--- config.mk ---
export PLATFORM = sky130hd
export DESIGN_NAME = crc_frame_seq
export DESIGN_NICKNAME = d
export VERILOG_FILES = /design/src/rtl/can_crc15_pkg.sv /design/src/rtl/crc_frame_seq.sv
export SDC_FILE = /design/constraint.sdc
export NUM_CORES = 1
export LEC_CHECK = 0
export ABC_CLOCK_PERIOD_IN_PS = 5000
export BUFFER_PORTS_ARGS = -buffer_cell sky130_fd_sc_hd__buf_4
export CORE_ASPECT_RATIO = 0.9
export CORE_UTILIZATION = 50
export CTS_BUF_LIST = sky130_fd_sc_hd__clkbuf_4
export DETAILED_ROUTE_END_ITERATION = 8
export PLACE_DENSITY = 0.76
export SETUP_SLACK_MARGIN = 0.05
export SYNTH_ARGS = -nofsm -noshare
export SYNTH_HDL_FRONTEND = slang
export SYNTH_SLANG_ARGS = --single-unit
export TNS_END_PERCENT = 10
--- constraint.sdc ---
create_clock -name clk -period 5 [get_ports clk]
set_input_delay 1 -clock clk [delete_from_list [all_inputs] [get_ports clk]]
set_output_delay 1 -clock clk [all_outputs]
set_load 0.05 [all_outputs]
--- src/rtl/can_crc15_pkg.sv ---
package can_crc15_pkg;
  localparam int CRC_W     = 15;
  localparam logic [CRC_W-1:0] CRC_POLY = 15'h4599;
  localparam int HDR_BITS  = 19;
  localparam int MAX_BYTES = 8;
  localparam int DLC_W     = 4;

  typedef enum logic [1:0] {
    PH_IDLE  = 2'd0,
    PH_HASH  = 2'd1,
    PH_CAPT  = 2'd2,
    PH_DELIM = 2'd3
  } phase_e;

  // One serial CRC step: feedback = bit ^ msb, shift left, conditional XOR.
  function automatic logic [CRC_W-1:0] crc_step(input logic [CRC_W-1:0] cur,
                                                input logic bit_v);
    logic fb;
    logic [CRC_W-1:0] nxt;
    fb  = bit_v ^ cur[CRC_W-1];
    nxt = {cur[CRC_W-2:0], 1'b0};
    if (fb) nxt = nxt ^ CRC_POLY;
    return nxt;
  endfunction

  // Number of hashed bits: header plus clamped data bytes.
  function automatic int unsigned hashed_len(input logic [DLC_W-1:0] code);
    int unsigned nb;
    nb = (int'(code) > MAX_BYTES) ? MAX_BYTES : int'(code);
    return HDR_BITS + 8 * nb;
  endfunction
endpackage

--- src/rtl/crc_frame_seq.sv ---
module crc_frame_seq
  import can_crc15_pkg::*;
#(
  parameter int HDR     = HDR_BITS,
  parameter int BYTES   = MAX_BYTES,
  parameter int CW      = CRC_W,
  localparam int MAXLEN = HDR + 8 * BYTES,
  localparam int CNT_W  = $clog2(MAXLEN + 1)
) (
  input  logic             clk,
  input  logic             rst_n,
  input  logic             frame_start,
  input  logic             bit_valid,
  input  logic [DLC_W-1:0] dlc,
  output phase_e           phase,
  output logic             hash_en,
  output logic             capt_en,
  output logic             delim_en
);
  logic [CNT_W-1:0] cnt;
  logic [CNT_W-1:0] last_hash;
  logic             take;

  assign take      = bit_valid && !frame_start;
  assign hash_en   = take && (phase == PH_HASH);
  assign capt_en   = take && (phase == PH_CAPT);
  assign delim_en  = take && (phase == PH_DELIM);
  assign last_hash = CNT_W'(hashed_len(dlc) - 1);

  always_ff @(posedge clk) begin
    if (!rst_n) begin
      phase <= PH_IDLE;
      cnt   <= '0;
    end else if (frame_start) begin
      phase <= PH_HASH;
      cnt   <= '0;
    end else begin
      unique case (phase)
        PH_HASH: if (hash_en) begin
          if (cnt == last_hash) begin
            phase <= PH_CAPT;
            cnt   <= '0;
          end else cnt <= cnt + 1'b1;
        end
        PH_CAPT: if (capt_en) begin
          if (cnt == CNT_W'(CW - 1)) begin
            phase <= PH_DELIM;
            cnt   <= '0;
          end else cnt <= cnt + 1'b1;
        end
        PH_DELIM: if (delim_en) phase <= PH_IDLE;
        default: ;
      endcase
    end
  end

  assert_start_enters_hash_R2: assert property (@(posedge clk) disable iff (!rst_n)
    frame_start |=> (phase == PH_HASH) && (cnt == '0));

  assert_hash_count_bound_R5: assert property (@(posedge clk) disable iff (!rst_n)
    (phase == PH_HASH) |-> (cnt <= last_hash));

  assert_capture_count_bound_R6: assert property (@(posedge clk) disable iff (!rst_n)
    (phase == PH_CAPT) |-> (cnt < CNT_W'(CW)));

  assert_idle_holds_R9: assert property (@(posedge clk) disable iff (!rst_n)
    (phase == PH_IDLE && !frame_start) |=> (phase == PH_IDLE));
endmodule

==> metrics, run 1 <==
layout cells sized above 1=21.5%; Comb power frac=21.9%; Ant. Diodes=0; number of remaining DRC errors=0; first-pass detailed-route iteration total=4; Worst path most repeated cell=buf_4; PortBufs=12; P_int=125 µW; Via density=5.73; Worst-Margin Slew=1020 ps; setup TNS=0 ps; routability cong.=0.773; sequential cell area fraction in the yosys report=23.9%; Worst path top cell family by delay=simple AND/OR/NAND/NOR gates; Total GRT Usage=21.8%; core area=1320 µm²; status=finished clean; final slew viol count=0; Synth cell types=31; Initial Util=57.0%; Hold Buf Count CTS=0; CTS Buffer Depth=2; crit path launch=frame_start; CTS Buf Count=3; critical path class=in2out; arrival time at the worst endpoint=1750 ps; largest net degree at the start of global routing=16; HP Class=reg2reg; wire per inst=13.5 µm; fmax=363 MHz; fin area=863 µm²; Critical Path Max Stage Delay=230 ps; Core Rows=12; syn nets=109; Reg-to-Reg Start=phase[0]$_SDFFE_PN0P_; pre-CTS WS=2010 ps; initial antenna violation count=0; skew final=8.17 ps; sw frac=28.5%; part of the power in registers=43.5%; die height=38.8 µm; Clock Latency Late Sink=260 ps; crit path max-delay cell type=nor2b_1; crit path capture type=output pin; CTS tree=built; clock slew at reported path FFs=50 ps; fin crit share=55.1%; final worst slack=2250 ps; Pwr Total=174 µW; vias in the first global route=598; CP required=4000 ps; Post-CTS Repair Setup Buffers=0; fillcell total=130; hold_sp=cnt[1]$_SDFFE_PP0P_; syn avg cell area=8.01 µm²; die width=42.9 µm; Slew HR=31.8%; DRT iter0 DRCs=11; Tmin final=2750 ps; worst-path maximum fanout=4; DP Area=833 µm²; Ports=13; clock root buffer=clkbuf_4; CP Cell Sequence=buf_4 > nor2b_1 > and2_1 > buf_4; layout net count=123; Overflow after GRT=0; Vias=693; total power per unit cell area=202 nW/µm²; sw power=49.8 µW; cells after synthesis=94; worst path bufs/invs=2; critical path depth in cells=4; FF+latch count, synth=9; Routed WL=1.64 mm; count of endpoints failing setup in the final report=0; clock sinks=9; Worst Reg-to-Reg Cells=7; clock share of power=34.6%; worst vdd ir=0.202 mV; global-route wire length before repair=2.62 mm; Util after Layout=65.3%; RSZ-0062 raised after global routing=no; Cell Area, Synth=753 µm²; post-CTS sizing=0; HPWL after detailed placement=1.24 mm; Hold Path Depth=2; Routed Antenna Nets=0; P&R area growth vs syn=14.6%; Worst Setup Start Kind=input port; max cap viols=0; Ys Warns=0; H-tree Lvls=1; P_leak=0.000330 µW; full die area=1670 µm²; final-report hold violation count=0
## stage by stage
| step | std cells | hold WS, ps |
|---|---|---|
| 2_1_floorplan | 94 | 465 |
| 3_3_place_gp | 117 | 475 |
| 3_5_place_dp | 117 | 492 |
| 4_1_cts | 121 | 501 |
| 5_1_grt | 121 | 532 |
| 6_report | 121 | 499 |
## cell families after synthesis
group | count (synthesis) | share of synthesized area [%]
multiplexers | 2 | 2.82
buffers and inverters | 9 | 6.64
adder cells (fa/ha/maj) | 7 | 11.6
XOR/XNOR | 2 | 2.33
flip-flops | 9 | 23.9
AO/OA/AOI/OAI | 20 | 21.4
AND/OR/NAND/NOR | 45 | 31.2
## power by group through the flow
stage	sequential (µW)	combinational [µW]	clock (µW)
after floorplan	80.4	22.9	0
after global placement	77.3	36.8	0
after detailed placement	77.4	38.2	0
after CTS	75.7	38.3	62.5
after global routing	76.0	41.7	68.5
final	75.8	38.2	60.4
## flip-flops by register name (all words and copies together), names as in the netlist
signal	cells
phase	2
cnt	7
## final timing paths
check / end / slack (ps)
hold reg to reg: cnt[1]$_SDFFE_PP0P_ / 500
hold / removal: cnt[1]$_SDFFE_PP0P_ / 500
setup reg to reg: phase[1]$_SDFFE_PP0P_ / 2740
setup / recovery: delim_en / 2250
## layout make-up
cell class,instances,area [µm²],area share [%]
Tap cell,14,17.5,2.03
Inverter,6,22.5,2.61
Timing Repair Buffer,12,90.1,10.4
Sequential cell,9,180,20.9
Clock buffer,4,30.0,3.48
Multi-Input combinational cell,76,523,60.6
## placed cells by master, fill, tap and decap left out
cell type and n:
clkbuf_4 4, nor4b_1 1, o21bai_1 1, a21o_2 1, a21oi_1 9, xnor2_1 2
nor3b_1 1, o31a_1 1, nand2_1 10, inv_1 6, buf_4 12, nor2_1 7
and2_1 2, o21ai_0 1, nor4_1 1, a211oi_1 2, o41a_1 1, a31oi_4 2
or3b_1 1, dfxtp_1 9, a21boi_2 1, or2_2 2, nand3b_1 3, and2b_1 1
nor2b_1 4, nand3_1 7, nor3_1 5, a31oi_1 1, ha_1 7, mux2i_1 1
mux2_2 1
## worst reg2reg max path: stages (launching register included)
cell	delay [ps]
dfxtp_1	460
ha_1	290
nor2_1	60
o21bai_1	790
nor2_1	70
nor2_1	120
a211oi_1	60
mux2_2	280
## cell usage after synthesis
| cell | instances | area (µm²) |
|---|---|---|
| nand2_1 | 10 | 37.5 |
| a21oi_1 | 9 | 45.0 |
| dfxtp_1 | 9 | 180 |
| ha_1 | 7 | 87.6 |
| nand3_1 | 7 | 35.0 |
| nor2_1 | 7 | 26.3 |
| inv_1 | 6 | 22.5 |
| nor3_1 | 5 | 25.0 |
| nor2b_1 | 4 | 25.0 |
| nand3b_1 | 3 | 22.5 |
| a211oi_1 | 2 | 15.0 |
| a31oi_4 | 2 | 42.5 |
| and2_1 | 2 | 12.5 |
| clkbuf_1 | 2 | 7.51 |
| or2_2 | 2 | 12.5 |
| xnor2_1 | 2 | 17.5 |
| a21boi_2 | 1 | 11.3 |
| a21o_2 | 1 | 8.76 |
| a31oi_1 | 1 | 6.26 |
| and2b_1 | 1 | 7.51 |
| buf_12 | 1 | 20.0 |
| mux2_2 | 1 | 11.3 |
| mux2i_1 | 1 | 10.0 |
| nor3b_1 | 1 | 7.51 |
| nor4_1 | 1 | 6.26 |
| nor4b_1 | 1 | 8.76 |
| o21ai_0 | 1 | 5.00 |
| o21bai_1 | 1 | 7.51 |
| o31a_1 | 1 | 8.76 |
| o41a_1 | 1 | 11.3 |
| or3b_1 | 1 | 8.76 |
## routing by layer
layer  routed length (µm)  share of wire, %  global-route usage, %
met2                  792                48                   37.5
met1                  768                47                   28.3
met4                    0                 0                   2.34
met3                   77               4.7                   5.61
met5                    0                 0                      0
Power figures use the tool's default switching activity.
==> inputs of run 2 (changes only) <==
--- a/config.mk
+++ b/config.mk
@@ -5,7 +5,7 @@
 export SDC_FILE = /design/constraint.sdc
 export NUM_CORES = 1
 export LEC_CHECK = 0
-export ABC_CLOCK_PERIOD_IN_PS = 5000
+export ABC_CLOCK_PERIOD_IN_PS = 2600
 export BUFFER_PORTS_ARGS = -buffer_cell sky130_fd_sc_hd__buf_4
 export CORE_ASPECT_RATIO = 0.9
 export CORE_UTILIZATION = 50
==> constraint.sdc (replaced) <==
create_clock -name clk -period 2.6 [get_ports clk]
set_input_delay 0.52 -clock clk [delete_from_list [all_inputs] [get_ports clk]]
set_output_delay 0.52 -clock clk [all_outputs]
set_load 0.05 [all_outputs]
==> metrics, run 2 (synthesis results as in run 1) <==
status=finished clean; largest net degree at the start of global routing=15 (-1); Tmin final=2200 ps; Post-CTS Repair Setup Buffers=0 (unchanged); Vias=698 (+0.72%); Reg-to-Reg Start=cnt[6]$_SDFFE_PP0P_; PortBufs=12 (unchanged); fillcell total=123 (-5.4%); Clock Latency Late Sink=270 ps (about the same); clock sinks=9 (unchanged); full die area=1670 µm² (unchanged); CTS Buf Count=3 (unchanged); count of endpoints failing setup in the final report=0 (unchanged); arrival time at the worst endpoint=2350 ps (+600 ps); crit path max-delay cell type=o41a_1; final slew viol count=0 (unchanged); reg2reg end=phase[0]$_SDFFE_PN0P_; Reg with most FFs=cnt; die width=42.9 µm (unchanged); Worst Setup Start Kind=input port; Core Rows=12 (unchanged); max reg flops=7 (unchanged); hold_sp=rst_n; initial antenna violation count=0 (unchanged); worst-path maximum fanout=3 (-1); HPWL after detailed placement=1.24 mm (-0.26%); most frequent cells in the layout=buf_4, nand2_1, a21oi_1, dfxtp_1; crit path capture type=flip-flop; layout net count=125 (+1.6%); Routed Antenna Nets=0 (unchanged); final-report hold violation count=0 (unchanged); H-tree Lvls=1 (unchanged); Initial Util=57.0% (unchanged); layout cells sized above 1=23.9% (+2.4 points); fmax=455 MHz; Critical Path Max Stage Delay=380 ps (+150 ps); core area=1320 µm² (unchanged); Overflow after GRT=0 (unchanged); Ant. Diodes=0 (unchanged); global-route wire length before repair=2.77 mm (+5.8%); Hold Buf Count CTS=0 (unchanged); number of remaining DRC errors=0 (unchanged); hold endpoint=phase[0]$_SDFFE_PN0P_; die height=38.8 µm (unchanged); Worst-Margin Slew=337 ps (-684 ps); max cap viols=0 (unchanged); routability cong.=0.762 (-1.3%); CP Cell Sequence=buf_4 > nor2b_1 > ha_1 > xnor2_1 > nand3b_1 > a31oi_4 > a21boi_2 > o41a_1 > o31a_1; vias in the first global route=629 (+5.2%); Hold Path Depth=2 (unchanged); internal reg-to-reg setup slack=720 ps (-2020 ps); skew final=4.34 ps (-3.83 ps); setup TNS=0 ps (unchanged); DRT iter0 DRCs=19 (+8); Routed WL=1.73 mm (+5.6%); P_leak=0.000339 µW (+2.7%); clock root buffer=clkbuf_4; critical path class=in2reg; Via density=5.67 (-0.92%); CP required=2760 ps (-1240 ps); fin crit share=84.5%; HP Class=in2reg; Ports=13 (unchanged); total power per unit cell area=395 nW/µm² (+96%); Worst Reg-to-Reg Cells=6 (-1); post-CTS sizing=0 (unchanged); CTS tree=built; wire per inst=14.1 µm (+3.8%); most common cell after layout, fill and taps aside=buf_4; Total GRT Usage=23.1% (+1.3 points); RSZ-0062 raised after global routing=no; Slew HR=77.5% (+46 points); worst vdd ir=0.267 mV (+32%); first-pass detailed-route iteration total=4 (unchanged); P&R area growth vs syn=17.3%; biggest regs=cnt: 7 flops, phase: 2 flops; DP Area=853 µm² (+2.4%); fin area=883 µm² (+2.3%); clock slew at reported path FFs=60 ps (about the same); CTS Buffer Depth=2 (unchanged)
[run 2: cell types whose count changed in the layout (fill, tap and decap cells not counted)]
| cell | previous run | this run |
|---|---|---|
| buf_4 | 12 | 14 |
| nor3_2 | 0 | 1 |
| nor3_1 | 5 | 4 |
[run 2: where the power goes]
group	internal [µW]	leakage [µW]	switching, µW
clock network	69.9	0.0000184	55.8
registers	141	0.0000730	4.86
logic	31.9	0.000247	45.8
[run 2: critical path: cells and delay by family]
| family | cells | cell delay [ps] |
|---|---|---|
| fa+ha+maj | 1 | 200 |
| buf+inv | 1 | 110 |
| compound gates | 4 | 1000 |
| simple gates | 2 | 300 |
| xor+xnor | 1 | 220 |
[run 2: worst max path at each step]
stage                                from                     to  slack (ps)  depth (start not counted)
floorplan           phase[1]$_SDFFE_PP0P_                capt_en         310                          3
CTS                                dlc[1]  phase[0]$_SDFFE_PN0P_         400                          9
global route                       dlc[3]  phase[0]$_SDFFE_PN0P_         270                          9
finish                             dlc[1]  phase[0]$_SDFFE_PN0P_         400                          9
detailed placement                 dlc[1]  phase[0]$_SDFFE_PN0P_         140                          9
global placement                   dlc[1]  phase[0]$_SDFFE_PN0P_         180                          9
[run 2: layout make-up]
type	count	area (µm²)	share of cell area [%]
clock buffer	4	30.0	3.40
inverter	6	22.5	2.55
multi-input combinational	76	528	59.8
sequential	9	180	20.4
tap	14	17.5	1.98
timing repair buffer	14	105	11.9
[run 2: metal layers]
layer	global-route usage (%)	wire length, µm	up-vias
li1	-	-	359
met5	0	0	-
met1	30.5	836	311
met2	37.5	792	24
met3	2.80	83	4
met4	10.9	17	0
[run 2: metrics by stage]
| step | hold WS [ps] | utilization, % | worst slack, ps | instances | total power (µW) |
|---|---|---|---|---|---|
| after floorplan | 465 | - | 313 | 94 | 199 |
| after global placement | 476 | 64.6 | 182 | 119 | 223 |
| after detailed placement | 488 | 64.6 | 139 | 119 | 225 |
| after CTS | 486 | 66.9 | 403 | 123 | 349 |
| after global routing | 487 | 66.9 | 269 | 123 | 361 |
| final | 485 | 66.9 | 403 | 123 | 349 |
==> inputs of run 3 (changes only) <==
--- a/config.mk
+++ b/config.mk
@@ -5,13 +5,13 @@
 export SDC_FILE = /design/constraint.sdc
 export NUM_CORES = 1
 export LEC_CHECK = 0
-export ABC_CLOCK_PERIOD_IN_PS = 2600
+export ABC_CLOCK_PERIOD_IN_PS = 1850
 export BUFFER_PORTS_ARGS = -buffer_cell sky130_fd_sc_hd__buf_4
 export CORE_ASPECT_RATIO = 0.9
 export CORE_UTILIZATION = 50
 export CTS_BUF_LIST = sky130_fd_sc_hd__clkbuf_4
 export DETAILED_ROUTE_END_ITERATION = 8
-export PLACE_DENSITY = 0.76
+export PLACE_DENSITY = 0.79
 export SETUP_SLACK_MARGIN = 0.05
 export SYNTH_ARGS = -nofsm -noshare
 export SYNTH_HDL_FRONTEND = slang
==> constraint.sdc (replaced) <==
create_clock -name clk -period 1.85 [get_ports clk]
set_input_delay 0.37 -clock clk [delete_from_list [all_inputs] [get_ports clk]]
set_output_delay 0.37 -clock clk [all_outputs]
set_load 0.05 [all_outputs]
==> metrics, run 3 (synthesis results as in run 1) <==
die width=42.9 µm (unchanged); DRT iter0 DRCs=19 (unchanged); status=finished, violations left; hold endpoint=phase[0]$_SDFFE_PN0P_; layout net count=132 (+5.6%); initial antenna violation count=0 (unchanged); HP Class=in2reg; RSZ-0062 raised after global routing=yes; setup TNS=-62.0 ps (-62.0 ps); Overflow after GRT=0 (unchanged); CTS Buffer Depth=2 (unchanged); Reg with most FFs=cnt; hold_sp=rst_n; full die area=1670 µm² (unchanged); Slew HR=75.4% (-2.1 points); first-pass detailed-route iteration total=4 (unchanged); core area=1320 µm² (unchanged); skew final=1.61 ps (-2.73 ps); max cap viols=0 (unchanged); Clock Latency Late Sink=260 ps (about the same); PortBufs=12 (unchanged); Worst Reg-to-Reg Cells=7 (+1); Worst Setup Start Kind=input port; arrival time at the worst endpoint=2070 ps (-280 ps); die height=38.8 µm (unchanged); Core Rows=12 (unchanged); largest net degree at the start of global routing=15 (unchanged); Routed Antenna Nets=0 (unchanged); Critical Path Max Stage Delay=390 ps (about the same); P_leak=0.000403 µW (+19%); clock sinks=9 (unchanged); internal reg-to-reg setup slack=60 ps (-660 ps); clock slew at reported path FFs=60 ps (about the same); wire per inst=15.2 µm (+8.4%); critical path class=in2reg; final slew viol count=0 (unchanged); Pwr Total=522 µW (+49%); final worst slack=-26.4 ps (-429 ps); most frequent cells in the layout=buf_4, nand2_1, nor2_1, nand3_1, a21oi_1; Initial Util=57.0% (unchanged); reg2reg end=cnt[1]$_SDFFE_PP0P_; most common cell after layout, fill and taps aside=buf_4; biggest regs=cnt: 7 flops, phase: 2 flops; Routed WL=1.98 mm (+15%); Reg-to-Reg Start=cnt[6]$_SDFFE_PP0P_; routability cong.=0.769 (+0.84%); P&R area growth vs syn=39.7%; total power per unit cell area=496 nW/µm² (+25%); final-report hold violation count=0 (unchanged); CP Cell Sequence=buf_6 > nor2b_4 > ha_4 > xnor2_4 > a211oi_2 > a21o_2 > buf_4 > a31oi_4 > or3b_4 > a21oi_2; max reg flops=7 (unchanged); Total GRT Usage=26.9% (+3.8 points); worst vdd ir=0.457 mV (+71%); fin crit share=101%; Worst path top cell family by delay=compound AO/OA/AOI/OAI gates; failing checks=setup timing; Hold Path Depth=2 (unchanged); number of remaining DRC errors=0 (unchanged); Tmin final=1880 ps; CTS Buf Count=3 (unchanged); worst-path maximum fanout=3 (unchanged); vias in the first global route=756 (+20%); Worst-Margin Slew=368 ps (+31.6 ps); crit path capture type=flip-flop; CP required=2040 ps (-720 ps); clock root buffer=clkbuf_4; Ant. Diodes=0 (unchanged); Via density=5.85 (+3.2%); global-route wire length before repair=3.20 mm (+15%); CTS tree=built; Vias=761 (+9.0%); HPWL after detailed placement=1.34 mm (+8.5%); fillcell total=83 (-33%); count of endpoints failing setup in the final report=3 (+3); fmax=533 MHz; Ports=13 (unchanged); H-tree Lvls=1 (unchanged); worst path bufs/invs=2 (+1); crit path max-delay cell type=or3b_4; layout cells sized above 1=41.4% (+18 points)
## run 3: stage by stage
stage          util [%]  cells  cell area, µm²  hold slack (ps)  setup slack (ps)
3_5_place_dp       68.2    124             901              549              -391
2_1_floorplan         -     94             768              465              -156
3_3_place_gp       68.2    124             901              540              -296
5_1_grt            79.6    130            1050              350             -74.1
4_1_cts            77.4    131            1020              358             -69.8
6_report           79.6    130            1050              373             -26.4
## run 3: worst max path at each step
stage                start                     to  slack [ps]  cells after the start
floorplan           dlc[2]  phase[0]$_SDFFE_PN0P_        -160                      8
finish              dlc[1]    cnt[1]$_SDFFE_PP0P_         -30                     10
detailed placement  dlc[1]  phase[0]$_SDFFE_PN0P_        -390                      9
CTS                 dlc[1]  phase[0]$_SDFFE_PN0P_         -70                      9
global placement    dlc[1]  phase[0]$_SDFFE_PN0P_        -300                      9
global route        dlc[1]    cnt[1]$_SDFFE_PP0P_         -70                     10
## run 3: per-layer routing
| metal | GRT usage [%] | vias to the layer above | part of all wire [%] | routed length (µm) |
|---|---|---|---|---|
| li1 | - | 373 | - | - |
| met1 | 33.1 | 348 | 45 | 892 |
| met2 | 43.9 | 34 | 48 | 943 |
| met3 | 8.88 | 6 | 5.4 | 106 |
| met4 | 10.2 | 0 | 1.9 | 38 |
| met5 | 0 | - | 0 | 0 |
## run 3: report_power, final
part	switching [µW]	internal [µW]	total, µW
combinational	76.8	67.4	144
sequential	6.58	199	205
clock	74.0	98.1	172
## run 3: worst reg2reg max path, stage by stage (launching register included)
cell	delay, ps
dfxtp_2	370
xnor2_4	200
a211oi_2	90
a21o_2	210
buf_4	140
a31oi_4	160
or3b_4	400
a21oi_2	140
## run 3: cell type report
class                           instances  area (µm²)  share of cell area, %
Timing Repair Buffer                   21         180                   17.1
Tap cell                               14        17.5                   1.66
Sequential cell                         9         184                   17.5
Clock buffer                            4        30.0                   2.85
Multi-Input combinational cell         76         618                   58.7
Inverter                                6        22.5                   2.14
## run 3: timing repair
| item | 4_1_cts | 5_1_grt |
|---|---|---|
| hold buffers | 0 | 0 |
| setup buffers | 3 | 0 |
| resized for setup | 15 | 8 |
| pin swaps | 8 | 10 |
| setup endpoints to repair | 9 | 10 |
